[config.mk]
export PLATFORM = sky130hd
export DESIGN_NAME = tx_pkt_loader
export DESIGN_NICKNAME = d
export VERILOG_FILES = /design/src/rtl/tpl_pkg.sv /design/src/rtl/tpl_byte_count.sv /design/src/rtl/tpl_ready_flag.sv /design/src/rtl/tx_pkt_loader.sv
export SDC_FILE = /design/constraint.sdc
export NUM_CORES = 1
export LEC_CHECK = 0
export BUFFER_PORTS_ARGS = -buffer_cell sky130_fd_sc_hd__buf_4
export CAP_MARGIN = 20
export CORE_MARGIN = 2
export CORE_UTILIZATION = 50
export DETAILED_ROUTE_END_ITERATION = 8
export PLACE_DENSITY = 0.82
export SLEW_MARGIN = 40
export SYNTH_ARGS = -nofsm -noshare
export SYNTH_HDL_FRONTEND = slang
export SYNTH_SLANG_ARGS = --single-unit
[constraint.sdc]
create_clock -name clk -period 3.4 [get_ports clk]
set_input_delay 0.17 -clock clk [delete_from_list [all_inputs] [get_ports clk]]
set_output_delay 0.17 -clock clk [all_outputs]
set_load 0.05 [all_outputs]
[src/rtl/tpl_pkg.sv]
package tpl_pkg;
  typedef enum logic [1:0] {
    ST_IDLE = 2'd0,
    ST_LOAD = 2'd1,
    ST_HOLD = 2'd2
  } tpl_state_e;
endpackage

[src/rtl/tpl_byte_count.sv]
module tpl_byte_count #(
  parameter int LEN_W = 16,
  parameter int MPS_W = 11
) (
  input  logic             clk,
  input  logic             rst,
  input  logic             load,
  input  logic [LEN_W-1:0] blk_len,
  input  logic [MPS_W-1:0] max_pkt,
  input  logic             beat,
  output logic             pkt_full,
  output logic             blk_last,
  output logic [MPS_W-1:0] max_q
);
  logic [LEN_W-1:0] rem_q;
  logic [MPS_W-1:0] pcnt_q;

  assign pkt_full = (pcnt_q + MPS_W'(1)) == max_q;
  assign blk_last = rem_q == LEN_W'(1);

  always_ff @(posedge clk) begin
    if (rst) begin
      rem_q  <= '0;
      pcnt_q <= '0;
      max_q  <= '0;
    end else if (load) begin
      rem_q  <= blk_len;
      pcnt_q <= '0;
      max_q  <= max_pkt;
    end else if (beat) begin
      rem_q  <= rem_q - LEN_W'(1);
      pcnt_q <= (pkt_full || blk_last) ? '0 : pcnt_q + MPS_W'(1);
    end
  end


  rem_nonzero_chk: assert property (@(posedge clk) disable iff (rst)
    beat |-> rem_q != '0);


  pkt_bound_chk: assert property (@(posedge clk) disable iff (rst)
    beat |-> pcnt_q < max_q);
endmodule

[src/rtl/tpl_ready_flag.sv]
module tpl_ready_flag #(
  parameter int MPS_W   = 11,
  parameter int MPS_MAX = 1024
) (
  input  logic             clk,
  input  logic             rst,
  input  logic             hw_arm,
  input  logic             host_ok,
  input  logic             pkt_sent,
  input  logic             beat,
  input  logic [MPS_W-1:0] max_q,
  output logic             tx_rdy,
  output logic [MPS_W-1:0] tx_len
);
  logic [MPS_W-1:0] fill_q;

  always_ff @(posedge clk) begin
    if (rst) begin
      tx_rdy <= 1'b0;
      tx_len <= '0;
      fill_q <= '0;
    end else if (!tx_rdy) begin
      if (hw_arm) begin
        tx_rdy <= 1'b1;
        tx_len <= max_q;
        fill_q <= '0;
      end else if (host_ok) begin
        tx_rdy <= 1'b1;
        tx_len <= fill_q;
        fill_q <= '0;
      end else if (beat) begin
        fill_q <= fill_q + MPS_W'(1);
      end
    end else if (pkt_sent) begin
      tx_rdy <= 1'b0;
    end
  end


  arm_cause_chk: assert property (@(posedge clk) disable iff (rst)
    $rose(tx_rdy) |-> $past(hw_arm || host_ok));


  rdy_hold_chk: assert property (@(posedge clk) disable iff (rst)
    tx_rdy && !pkt_sent |=> tx_rdy);


  len_range_chk: assert property (@(posedge clk) disable iff (rst)
    tx_rdy |-> tx_len <= MPS_W'(MPS_MAX));
endmodule

[src/rtl/tx_pkt_loader.sv]
module tx_pkt_loader
  import tpl_pkg::*;
#(
  parameter int DATA_W  = 8,
  parameter int LEN_W   = 16,
  parameter int MPS_MAX = 1024,
  localparam int MPS_W  = $clog2(MPS_MAX + 1)
) (
  input  logic              clk,
  input  logic              rst,
  input  logic              start,
  input  logic [LEN_W-1:0]  blk_len,
  input  logic [MPS_W-1:0]  max_pkt,
  input  logic              auto_arm,
  input  logic              host_arm,
  input  logic              irq_clr,
  input  logic              pkt_sent,
  input  logic              src_valid,
  input  logic [DATA_W-1:0] src_data,
  output logic              src_ready,
  output logic              fifo_wr,
  output logic [DATA_W-1:0] fifo_wdata,
  output logic              tx_rdy,
  output logic [MPS_W-1:0]  tx_len,
  output logic              irq,
  output logic              busy
);
  tpl_state_e       st_q;
  logic             auto_q;
  logic             beat, load, empty_go, done;
  logic             hw_arm, host_ok;
  logic             pkt_full, blk_last;
  logic [MPS_W-1:0] max_q;

  assign src_ready = (st_q == ST_LOAD) && !tx_rdy;
  assign beat      = src_valid && src_ready;
  assign load      = start && (st_q == ST_IDLE) && (blk_len != '0);
  assign empty_go  = start && (st_q == ST_IDLE) && (blk_len == '0);
  assign done      = (beat && blk_last) || empty_go;
  assign hw_arm    = beat && pkt_full && auto_q;
  assign host_ok   = host_arm && (st_q != ST_LOAD);
  assign busy      = st_q != ST_IDLE;

  tpl_byte_count #(.LEN_W(LEN_W), .MPS_W(MPS_W)) u_count (
    .clk      (clk),
    .rst      (rst),
    .load     (load),
    .blk_len  (blk_len),
    .max_pkt  (max_pkt),
    .beat     (beat),
    .pkt_full (pkt_full),
    .blk_last (blk_last),
    .max_q    (max_q)
  );

  tpl_ready_flag #(.MPS_W(MPS_W), .MPS_MAX(MPS_MAX)) u_flag (
    .clk      (clk),
    .rst      (rst),
    .hw_arm   (hw_arm),
    .host_ok  (host_ok),
    .pkt_sent (pkt_sent),
    .beat     (beat),
    .max_q    (max_q),
    .tx_rdy   (tx_rdy),
    .tx_len   (tx_len)
  );

  always_ff @(posedge clk) begin
    if (rst) begin
      st_q   <= ST_IDLE;
      auto_q <= 1'b0;
    end else begin
      case (st_q)
        ST_IDLE: if (load) begin
          st_q   <= ST_LOAD;
          auto_q <= auto_arm;
        end
        ST_LOAD: if (beat && (pkt_full || blk_last)) begin
          if (blk_last)             st_q <= ST_IDLE;
          else if (pkt_full && auto_q) st_q <= ST_LOAD;
          else                      st_q <= ST_HOLD;
        end
        ST_HOLD: if (tx_rdy) st_q <= ST_LOAD;
        default: st_q <= ST_IDLE;
      endcase
    end
  end

  always_ff @(posedge clk) begin
    if (rst) begin
      fifo_wr    <= 1'b0;
      fifo_wdata <= '0;
      irq        <= 1'b0;
    end else begin
      fifo_wr <= beat;
      if (beat) fifo_wdata <= src_data;
      if (done)         irq <= 1'b1;
      else if (irq_clr) irq <= 1'b0;
    end
  end


  irq_sticky_chk: assert property (@(posedge clk) disable iff (rst)
    irq && !irq_clr |=> irq);


  irq_on_done_chk: assert property (@(posedge clk) disable iff (rst)
    done |=> irq && !busy);


  no_load_when_armed_chk: assert property (@(posedge clk) disable iff (rst)
    fifo_wr |-> !$past(tx_rdy));


  manual_hold_chk: assert property (@(posedge clk) disable iff (rst)
    (st_q == ST_HOLD) && !tx_rdy |=> !fifo_wr);
endmodule

# Yosys cells after proc, flatten, opt, wreduce, memory -nomap -nowiden
# Index checks and enable logic that the tools add are counted.
# word_totals
input_bits	43
out_inout_bits	24
ff_bits	74
# classes
bitwise_logic	1
n_reduce_logical	27
muxes	20
addsub	3
n_eq_ne	8
# op_table
operator	count
11-bit two-way mux	6
16-bit two-way mux	2
11-bit by 1-bit adder with 11-bit output (second input constant)	2
16-bit by 1-bit equality test with 1-bit output (second input constant)	1
16-bit logical NOT	1
16-bit nonzero test	1
16-bit by 1-bit subtractor with 16-bit output (second input constant)	1
11-bit equality test	1
1-bit logical AND	11
2-bit two-way mux	5
2-bit nonzero test	4
1-bit two-way mux	6
2-bit by 1-bit inequality test with 1-bit output (second input constant)	3
2-bit one-hot mux with 3 select lines	1
2-bit AND reduction	3
3-bit AND reduction	1
3-bit nonzero test	1
2-bit by 1-bit equality test with 1-bit output (second input constant)	1
2-bit equality test (second input constant)	1
2-bit logical NOT	1
1-bit logical OR	2
2-bit inequality test (second input constant)	1
2-bit OR reduction	1
1-bit logical NOT	1
1-bit NOT	1

# Longest topological paths before layout
# Gate-level depths: netlist of run 1.
# depth
ltp_word	7
ltp_mapped	9
ltp_nobuf	7

# Cells and area by module
# Synthesis of run 1 repeated with hierarchy kept, for this count alone.
# hier_totals
hier_cells	453
hier_area_um2	3918.8
# by_module_without_submodules
module	instances	area_per_inst_um2	cells_each	seq_area_each_um2
tpl_byte_count	1	2215.9	268	760.7
tpl_ready_flag	1	1057.3	112	460.4
tx_pkt_loader	1	645.6	73	260.2

# Least setup slack after synthesis of run 1
# OpenSTA, ideal clock, no wires.
# synth_path
path_type	flip-flop to flip-flop
from	register u_flag.tx_rdy
to	register u_flag.tx_len[10]
synth_period_minus_slack_ns	2.695
setup_ns	0.091
arrival_ns	2.604
n_path_buf	3
path_slack_ns	0.705
path_stages_with_launch	9
path_cell_list	dfxtp_1 clkbuf_1 nor2_1 and2_1 clkbuf_1 nand3_1 or2_4 buf_6 a311oi_1
# synth_via
elab_chain_cells	7
word_cells_on_any_way	9
cone_classes	mux: 1; bitwise: 1; reduce/logical: 7
# synth_rtl
item	line_no	text
start, declared	tpl_ready_flag.sv:12	output logic tx_rdy,
start signal, assigned	tpl_ready_flag.sv:19	tx_rdy <= 1'b0;
start signal, assigned	tpl_ready_flag.sv:24	tx_rdy <= 1'b1;
start signal, assigned	tpl_ready_flag.sv:28	tx_rdy <= 1'b1;
1-bit logical NOT (*)	-	
1-bit logical AND (*)	tx_pkt_loader.sv:35	assign src_ready = (st_q == ST_LOAD) && !tx_rdy;
named net src_ready	tx_pkt_loader.sv:20	output logic src_ready,
1-bit logical AND (*)	tx_pkt_loader.sv:36	assign beat = src_valid && src_ready;
1-bit logical AND (*) (2 in a row)	tx_pkt_loader.sv:40	assign hw_arm = beat && pkt_full && auto_q;
2-bit nonzero test (no source line)	-	
2-bit AND reduction (no source line)	-	
end signal, assigned	tpl_ready_flag.sv:25	tx_len <= max_q;
end signal, assigned	tpl_ready_flag.sv:29	tx_len <= fill_q;
end, declared	tpl_ready_flag.sv:13	output logic [MPS_W-1:0] tx_len
# The timed path passes the listed nets; every way through them passes the cells marked *.
# A chain may end at the register's enable or synchronous reset.

# Worst setup path in the final report of run 1
# layout_path
from	register u_count.pcnt_q[0]
to	register u_flag.tx_len[2]
# layout_via
elab_chain_cells	6
word_cells_on_any_way	7
cone_classes	add/sub: 1; eq/ne: 1; mux: 1; reduce/logical: 4
# layout_rtl
item	line_no	text
start, declared	tpl_byte_count.sv:16	logic [MPS_W-1:0] pcnt_q;
start signal, assigned	tpl_byte_count.sv:32	pcnt_q <= (pkt_full || blk_last) ? '0 : pcnt_q + MPS_W'(1);
11-bit by 1-bit adder with 11-bit output (*)	tpl_byte_count.sv:18	assign pkt_full = (pcnt_q + MPS_W'(1)) == max_q;
11-bit equality test (*)	tpl_byte_count.sv:18	
1-bit logical AND (*) (2 in a row)	tx_pkt_loader.sv:40	
2-bit nonzero test (no source line)	-	
2-bit AND reduction (no source line)	-	
# Mark *: on every way between the ends. The rest lies on a longest branch, timed or not.

==> results of run 1 <==
[layer usage]
metal,vias to the layer above,share of wire [%],routed length (µm)
li1,1950,-,-
met1,1912,44,4720
met2,170,46,4960
met3,19,7.6,821
met4,0,2.4,257
met5,-,0,0
[power groups by stage]
stage	clock network (W)	logic [W]	registers, W
2_1_floorplan	0	0.000326	0.00101
3_3_place_gp	0	0.000479	0.000998
3_5_place_dp	0	0.000490	0.00100
4_1_cts	0.000719	0.000493	0.000982
5_1_grt	0.000748	0.000548	0.000990
6_report	0.000709	0.000500	0.000984
[state kept, by name (all words and copies together), names as in the netlist]
register        flops
irq                 1
u_count.max_q      11
auto_q              1
u_count.pcnt_q     11
st_q                2
fifo_wr             1
u_flag.fill_q      11
fifo_wdata          8
u_flag.tx_len      11
u_count.rem_q      16
u_flag.tx_rdy       1
[kinds of logic (layout without fill, tap and decap cells)]
| logic type | count (synthesis) | after routing |
|---|---|---|
| flip-flops | 74 | 74 |
| AND/OR/NAND/NOR | 246 | 246 |
| buffers and inverters | 42 | 93 |
| multiplexers | 2 | 2 |
| AO/OA/AOI/OAI | 119 | 119 |
| XOR/XNOR | 21 | 21 |
| adder cells (fa/ha/maj) | 4 | 4 |
[cell type report]
type | instances | area [µm²] | area share, %
multi-input cells | 392 | 2370 | 50.0
inverters | 6 | 22.5 | 0.475
repair buffers | 71 | 533 | 11.2
clock inverters | 5 | 52.6 | 1.11
flip-flops and latches | 74 | 1480 | 31.3
well taps | 102 | 128 | 2.69
clock buffers | 11 | 151 | 3.19
[worst paths after layout]
path	from	end	slack [ns]
worst max-delay path	u_count.pcnt_q[0]$_SDFFE_PP0P_	u_flag.tx_len[2]$_SDFFE_PP0P_	0.59
worst max register to register	u_count.pcnt_q[0]$_SDFFE_PP0P_	u_flag.tx_len[2]$_SDFFE_PP0P_	0.59
worst min register to register	fifo_wdata[7]$_SDFFE_PP0P_	fifo_wdata[7]$_SDFFE_PP0P_	0.46
worst min-delay path	auto_arm	auto_q$_SDFFE_PP0P_	0.06
[cells in the mapped netlist (all sizes together) (3+ instances only)]
cell | instances | area (µm²)
or2 | 3 | 21.3
a221oi | 3 | 26.3
o2111ai | 3 | 26.3
and4 | 4 | 37.5
nor3 | 10 | 50.1
xnor2 | 9 | 78.8
a31oi | 7 | 43.8
nand4 | 9 | 62.6
nor2 | 31 | 116
xor2 | 12 | 105
nand4b | 3 | 26.3
a211oi | 10 | 75.1
a311oi | 11 | 96.3
inv | 6 | 22.5
o21ai | 8 | 43.8
nor3b | 11 | 82.6
a22oi | 4 | 35.0
nor2b | 3 | 18.8
nand2b | 4 | 25.0
or4 | 3 | 22.5
nand3 | 32 | 170
and2 | 7 | 43.8
clkbuf | 20 | 75.1
o211ai | 6 | 45.0
nor4b | 15 | 159
nand2 | 88 | 330
and3 | 6 | 37.5
ha | 4 | 50.1
dfxtp | 74 | 1480
buf | 16 | 98.8
nor4bb | 3 | 30.0
a21oi | 55 | 275
nor4 | 7 | 43.8
[worst max-delay path, stage by stage, from the launching register on]
cell and delay [ns]:
dfxtp_1 0.44, ha_1 0.32, nor4bb_1 0.33, a2111oi_0 0.13, nor4b_2 0.35, nand3_1 0.43
or2_4 0.45, a311oi_1 0.26
[cell usage in the layout, fill, tap and decap left out, types with 4 or more instances in the layout]
cell      instances
a211oi_1         10
a21oi_1          55
a311oi_1         11
a31oi_1           7
and2_1            7
and3_1            6
buf_4            71
clkbuf_8         11
dfxtp_1          74
ha_1              4
inv_1             6
nand2_1          87
nand2b_1          4
nand3_1          30
nand4_1           8
nor2_1           31
nor3_1            8
nor3b_1          11
nor4_1            7
nor4b_1          11
o211ai_1          6
o21ai_0           7
xnor2_1           9
xor2_1           12
[stage by stage]
step | util, % | hold WS [ns] | power [W] | instances
floorplan | - | 0.306 | 0.00134 | 508
global route | 61.0 | 0.0533 | 0.00229 | 661
detailed placement | 58.3 | 0.427 | 0.00149 | 645
CTS | 60.9 | 0.0504 | 0.00219 | 661
global placement | 58.2 | 0.418 | 0.00148 | 645
finish | 61.0 | 0.0643 | 0.00219 | 661
==> impl_summary.txt, run 1 <==
----------------------------------------------------
[Status]
  Status ... finished clean

[Layout]
  Cell area after layout ... roughly 4700 µm²
  Layout overhead on the synthesized area ... 17.7%
  Fraction of layout cells with a size suffix above 1 ... 18.8%
  Antenna diode instance count ... 0
  Filler Cell Count ... 684
  NumNets Final ... 601

[Worst setup path]
  Critical path data arrival time ... 3.06 ns
  Peak fanout along the critical path ... 13
  Worst reg-to-reg path cell count ... 7
  Category of the most critical setup path ... reg -> reg
  Crit path capture type ... flip-flop
  Crit start category ... flip-flop
  Crit path required time ... 3.65 ns

[Timing]
  Max-slew violation count ... 0
  Fin crit period ... 2.81 ns
  Post-route setup slack ... 0.593 ns
  Worst rel slew slack ... about 46%
  Share of the clock period used by the worst path after layout ... 82.5%
  Final hold violation count ... 0
  Total Neg Setup Slack ... 0 ns
  Unrepaired setup endpoints after global routing ... no
  Setup clock skew after layout ... between 0.006 and 0.007 ns
  Max Freq ... 356 MHz
  Final count of negative-setup-slack endpoints ... 0
  Worst Tran Pin Value ... 0.807 ns

[Yosys]
  Largest family of logic cells by synthesized area ... simple AND/OR/NAND/NOR gates
  Number of synthesized flops with an enable pin ... 0
  Async SR Flop Fraction ... 0%
  Synth unique cells ... 60
  Area share of fa/ha/maj cells after synthesis ... 1.24%
  Synthesized netlist net count ... between 500 and 600
  Complex-gate fraction of the synthesized area ... between 10% and 20%
  Share of the synthesized netlist area taken by xor and xnor gates ... 4.57%
  Post-synthesis share of cell area spent on and, or, nand and nor gates ... 33.1%
  Count of yosys warnings during synthesis ... 0
  Most instantiated flip-flop cell in the synthesis netlist ... dfxtp_1
  Gate count after technology mapping ... 508
  Mapped cell area ... 4030 µm²
  Synth Register Bits ... 74
  Multiplexer fraction of the synthesized cell area ... less than 1%
  Sequential share of the synthesized area ... 36.8%
  Syn_area_per_cell ... between 7 and 8 µm²

[Clocking]
  Number of buffers between clock root and the deepest sink ... 2
  Total CTS buffers ... 9
  Clock transition at the register clock pins on the worst setup and hold paths after CTS ... 0.08 ns
  Cell at the root of the clock tree ... clkbuf_8
  CTS H-tree lvls ... 3
  Latest clock arrival within the worst-skew pair ... 0.35 ns
  Total of cells resized after clock tree synthesis ... 0
  Clk sinks ... 74
  Number of buffers added for setup after CTS ... 0
  Clock tree from TritonCTS ... yes
  Hold buffer count at CTS ... 0

[Pwr]
  Highest ir drop seen on vdd ... 229 µV
  Clock network fraction of design power ... 32.3%
  Leak Pwr ... ~1.7 nW
  Cell-internal power ... between 0.001 and 0.0015 W
  Logic gate share of total power ... 22.8%
  P_sw ... a little over 0.0007 W
  Power density normalized to cell area ... 463 nW/µm²
  Switching portion of total power ... roughly 33%
  Flop pwr share ... 44.9%

[Placement]
  Area after DPL ... 4530 µm²
  Final estimated routing congestion in global placement ... 0.867
  Port buffer count ... 66
  Pre-CTS setup slack ... approximately 0.68 ns
  Dpl hpwl ... 7530 µm

[Run]
  Number of maximum-capacitance violations ... 0

[Hold path]
  Hold Path Stages ... 3
  Worst Hold Class ... in -> reg

[Floorplan]
  Area of the core ... approximately 7800 µm²
  Placement Rows ... 32
  Y dimension of the die ... 93.8 µm
  Die area ... 8790 µm²
  Die extent in x ... 93.8 µm
  Starting utilization of the core area ... 51.9%
  Total I/O pin count ... 67

[Global route]
  Global routing met3 resource utilization ... 5.14%
  Met2 usage ... 38.3%
  Number of global-route vias before repair ... 3,624
  First-pass GRT wire length ... 17,200 µm
  Initial antenna violation count ... 0
  Remaining global-route overflow ... 0
  Layer carrying the most global-route usage ... met2
  Maximum number of pins on one net before global-route repair ... 70
  Met1 track utilization from global routing ... 32.9%
  Global-route usage over all layers ... between 20% and 30%

[Route]
  Post-route DRC ... 0
  Iteration count of the initial detailed-routing pass ... 5
  Number of DRC violations after detailed-routing iteration 0 ... 283
  Number of antenna-violating nets in the routed design ... 0
  Via Count ... around 4,100
  Average wire per standard cell ... 16.3 µm
  Sum of routed wire length over all layers ... around 11,000 µm
  Detailed-route vias per instance ... about 6

----------------------------------------------------
(Power assumes the default switching activity.)
==> inputs of run 2 (changes only) <==
Settings changed: ABC_AREA set to 1, PLACE_DENSITY 0.82 to 0.85.
Clock period 3.4 ns to 2.4 ns, I/O delays scaled along.
==> impl_summary.txt, run 2 <==
----------------------------------------------------
[Layout]
  Fraction of layout cells with a size suffix above 1 ... 17.3%
  Filler Cell Count ... 697
  Leading cell type in the layout, fill and taps excluded ... nand2_1
  Cell area after layout ... between 4000 and 5000 µm²
  Top reg by flops ... u_count.rem_q
  NumNets Final ... ~760
  Final Non-Filler Cells ... approximately 820
  Flip-flop count of the largest register after layout ... 16
  Layout overhead on the synthesized area ... 22.8%
  Top library cells by usage in the layout, fill and taps aside ... nand2_1, nor2_1, buf_4
  Antenna diode instance count ... 0

[Placement]
  Port buffer count ... 66
  Area after DPL ... about 4700 µm²
  Total instance count after detailed placement ... 795
  Final estimated routing congestion in global placement ... 0.920
  Dpl hpwl ... roughly 7600 µm

[Yosys]
  Synthesized netlist net count ... approximately 700
  Async SR Flop Fraction ... 0%
  Count of yosys warnings during synthesis ... 0
  Commonest cells post-synth ... nand2_1, nor2_1, dfxtp_1
  Gate count after technology mapping ... 637
  Top cell type's share of synthesized area ... 36.6%
  Mapped cell area ... 4040 µm²
  Top cell type by total area after synthesis ... dfxtp_1
  Syn_area_per_cell ... 6.35 µm²
  Synth unique cells ... 33
  Most instantiated flip-flop cell in the synthesis netlist ... dfxtp_1
  Synth Register Bits ... 74
  Sequential share of the synthesized area ... 36.6%
  Most common cell in the netlist ... nand2_1
  Cell types occupying the most area after synthesis ... dfxtp_1, nand2_1, nor2_1
  Number of synthesized flops with an enable pin ... 0

[Global route]
  Initial antenna violation count ... 0
  Remaining global-route overflow ... 0
  Global-route usage over all layers ... 24.0%
  Number of global-route vias before repair ... 3,974
  Maximum number of pins on one net before global-route repair ... 28
  First-pass GRT wire length ... 17,000 µm

[Timing]
  Final count of negative-setup-slack endpoints ... 0
  Final hold violation count ... 0
  Setup clock skew after layout ... approximately 0.014 ns
  Worst rel slew slack ... between 50% and 60%
  Worst Tran Pin Value ... 0.668 ns
  Share of the clock period used by the worst path after layout ... between 80% and 90%
  Unrepaired setup endpoints after global routing ... no
  Fin crit period ... 2.16 ns
  Max-slew violation count ... 0
  Max Freq ... 463 MHz
  Total Neg Setup Slack ... 0 ns

[Hold path]
  Worst Hold Endpoint ... fifo_wdata[1]$_SDFFE_PP0P_
  Hold Path Stages ... 3
  Worst Hold Class ... in -> reg
  Hold Path Origin ... src_data[1]

[Pwr]
  Power density normalized to cell area ... 848 nW/µm²
  Leak Pwr ... 2.32 nW
  Highest ir drop seen on vdd ... 478 µV

[Clocking]
  Latest clock arrival within the worst-skew pair ... 0.36 ns
  Clock tree from TritonCTS ... yes
  Total CTS buffers ... 9
  Number of buffers between clock root and the deepest sink ... 2
  Cell at the root of the clock tree ... clkbuf_8
  Clk sinks ... 74
  CTS H-tree lvls ... 3
  Clock transition at the register clock pins on the worst setup and hold paths after CTS ... 0.08 ns

[Status]
  Status ... finished clean

[Floorplan]
  Area of the core ... 7770 µm²
  Total I/O pin count ... 67
  Y dimension of the die ... between 90 and 100 µm
  Die extent in x ... 93.9 µm
  Starting utilization of the core area ... 52.0%
  Placement Rows ... 32
  Die area ... about 8800 µm²

[Worst setup path]
  Category of the most critical setup path ... reg -> reg
  Setup slack, reg-to-reg ... 0.24 ns
  Critical path data arrival time ... 2.41 ns
  Peak fanout along the critical path ... 9
  Worst r2r src ... u_count.pcnt_q[0]$_SDFFE_PP0P_
  Worst reg-to-reg path cell count ... 15
  RR Endpoint ... u_flag.tx_len[1]$_SDFFE_PP0P_
  Crit path capture type ... flip-flop
  Crit start category ... flip-flop
  Crit path required time ... 2.65 ns

[Route]
  Iteration count of the initial detailed-routing pass ... 5
  Sum of routed wire length over all layers ... approximately 10,000 µm
  Number of DRC violations after detailed-routing iteration 0 ... 314
  Via Count ... 4,261
  Post-route DRC ... 0
  Average wire per standard cell ... around 13 µm
  Detailed-route vias per instance ... 5.23
  Number of antenna-violating nets in the routed design ... 0

[Run]
  Number of maximum-capacitance violations ... 0

----------------------------------------------------
==> run 2: power by group <==
group          switching (W)  internal, W  total [W]  leakage, nW
Combinational        0.00109     0.000595    0.00169         1.62
Sequential          0.000145      0.00141    0.00156        0.607
Clock               0.000482     0.000482   0.000964       0.0889
Total                0.00172      0.00249    0.00421         2.32
==> run 2: through the flow <==
| stage | setup slack, ns | hold slack (ns) | util [%] | total power, W |
|---|---|---|---|---|
| after floorplan | 0.0380 | 0.275 | - | 0.00274 |
| after global placement | 0.0950 | 0.371 | 60.0 | 0.00313 |
| after detailed placement | 0.00407 | 0.382 | 60.0 | 0.00318 |
| after CTS | 0.0134 | 0.00804 | 62.5 | 0.00415 |
| after global routing | 0.0341 | 0.0179 | 63.9 | 0.00449 |
| final | 0.242 | 0.0158 | 63.9 | 0.00421 |
==> run 2: cell families after synthesis <==
kind of cell    synth area share, %
fa+ha+maj                      1.24
xor+xnor                       4.77
simple gates                   38.8
buf+inv                        9.19
flops                          36.6
compound gates                 9.38
==> run 2: critical path, cell delays in order, from the launching register on <==
cell and delay (ns):
dfxtp_4 0.40, ha_4 0.16, nand2_2 0.09, nor2_4 0.16, nand2_1 0.09, nand3_1 0.11, nand2_1 0.07, nor2_2 0.12
nand2_1 0.07, nor2_1 0.11, nand4_2 0.11, nand2_2 0.10, nand2_4 0.10, buf_4 0.20, nor2_1 0.11, nor2_1 0.06
==> run 2: worst max-delay path by stage <==
stage                                               from                              to  slack [ns]  cells after the start
final                     u_count.pcnt_q[0]$_SDFFE_PP0P_   u_flag.tx_len[1]$_SDFFE_PP0P_        0.24                     15
after global routing      u_count.pcnt_q[0]$_SDFFE_PP0P_   u_flag.tx_len[9]$_SDFFE_PP0P_        0.03                     16
after CTS                 u_count.pcnt_q[0]$_SDFFE_PP0P_   u_flag.fill_q[7]$_SDFFE_PP0P_        0.01                     14
after detailed placement  u_count.pcnt_q[0]$_SDFFE_PP0P_  u_count.pcnt_q[4]$_SDFFE_PP0P_       0.004                     13
after global placement              st_q[0]$_SDFFE_PP0P_   u_count.rem_q[9]$_SDFFE_PP0P_        0.09                     11
after floorplan                 u_flag.tx_rdy$_SDFF_PP0_   u_flag.fill_q[0]$_SDFFE_PP0P_        0.04                      7
==> run 2: cell type report <==
cell class              count  area (µm²)  area share (%)
flip-flops and latches     74        1490            30.0
clock inverters             6        66.3            1.34
well taps                 102         128            2.57
clock buffers              10         128            2.57
multi-input cells         468        2230            45.0
inverters                  72         270            5.44
repair buffers             83         648            13.1
==> run 2: layer usage <==
metal  GRT usage [%]  wire (µm)  vias to the layer above
met4            8.45        164                        0
met3            5.94        716                       15
met5               0          0                        -
li1                -          -                     2157
met2            42.4       5080                      154
met1            28.2       4400                     1935
==> run 2: timing repair <==
item | in CTS | in global routing
cloned | 0 | 1
setup buffers | 0 | 3
pin swaps | 0 | 1
hold buffers | 0 | 0
endpoints found under the setup margin | 2 | 35
resized for setup | 1 | 17
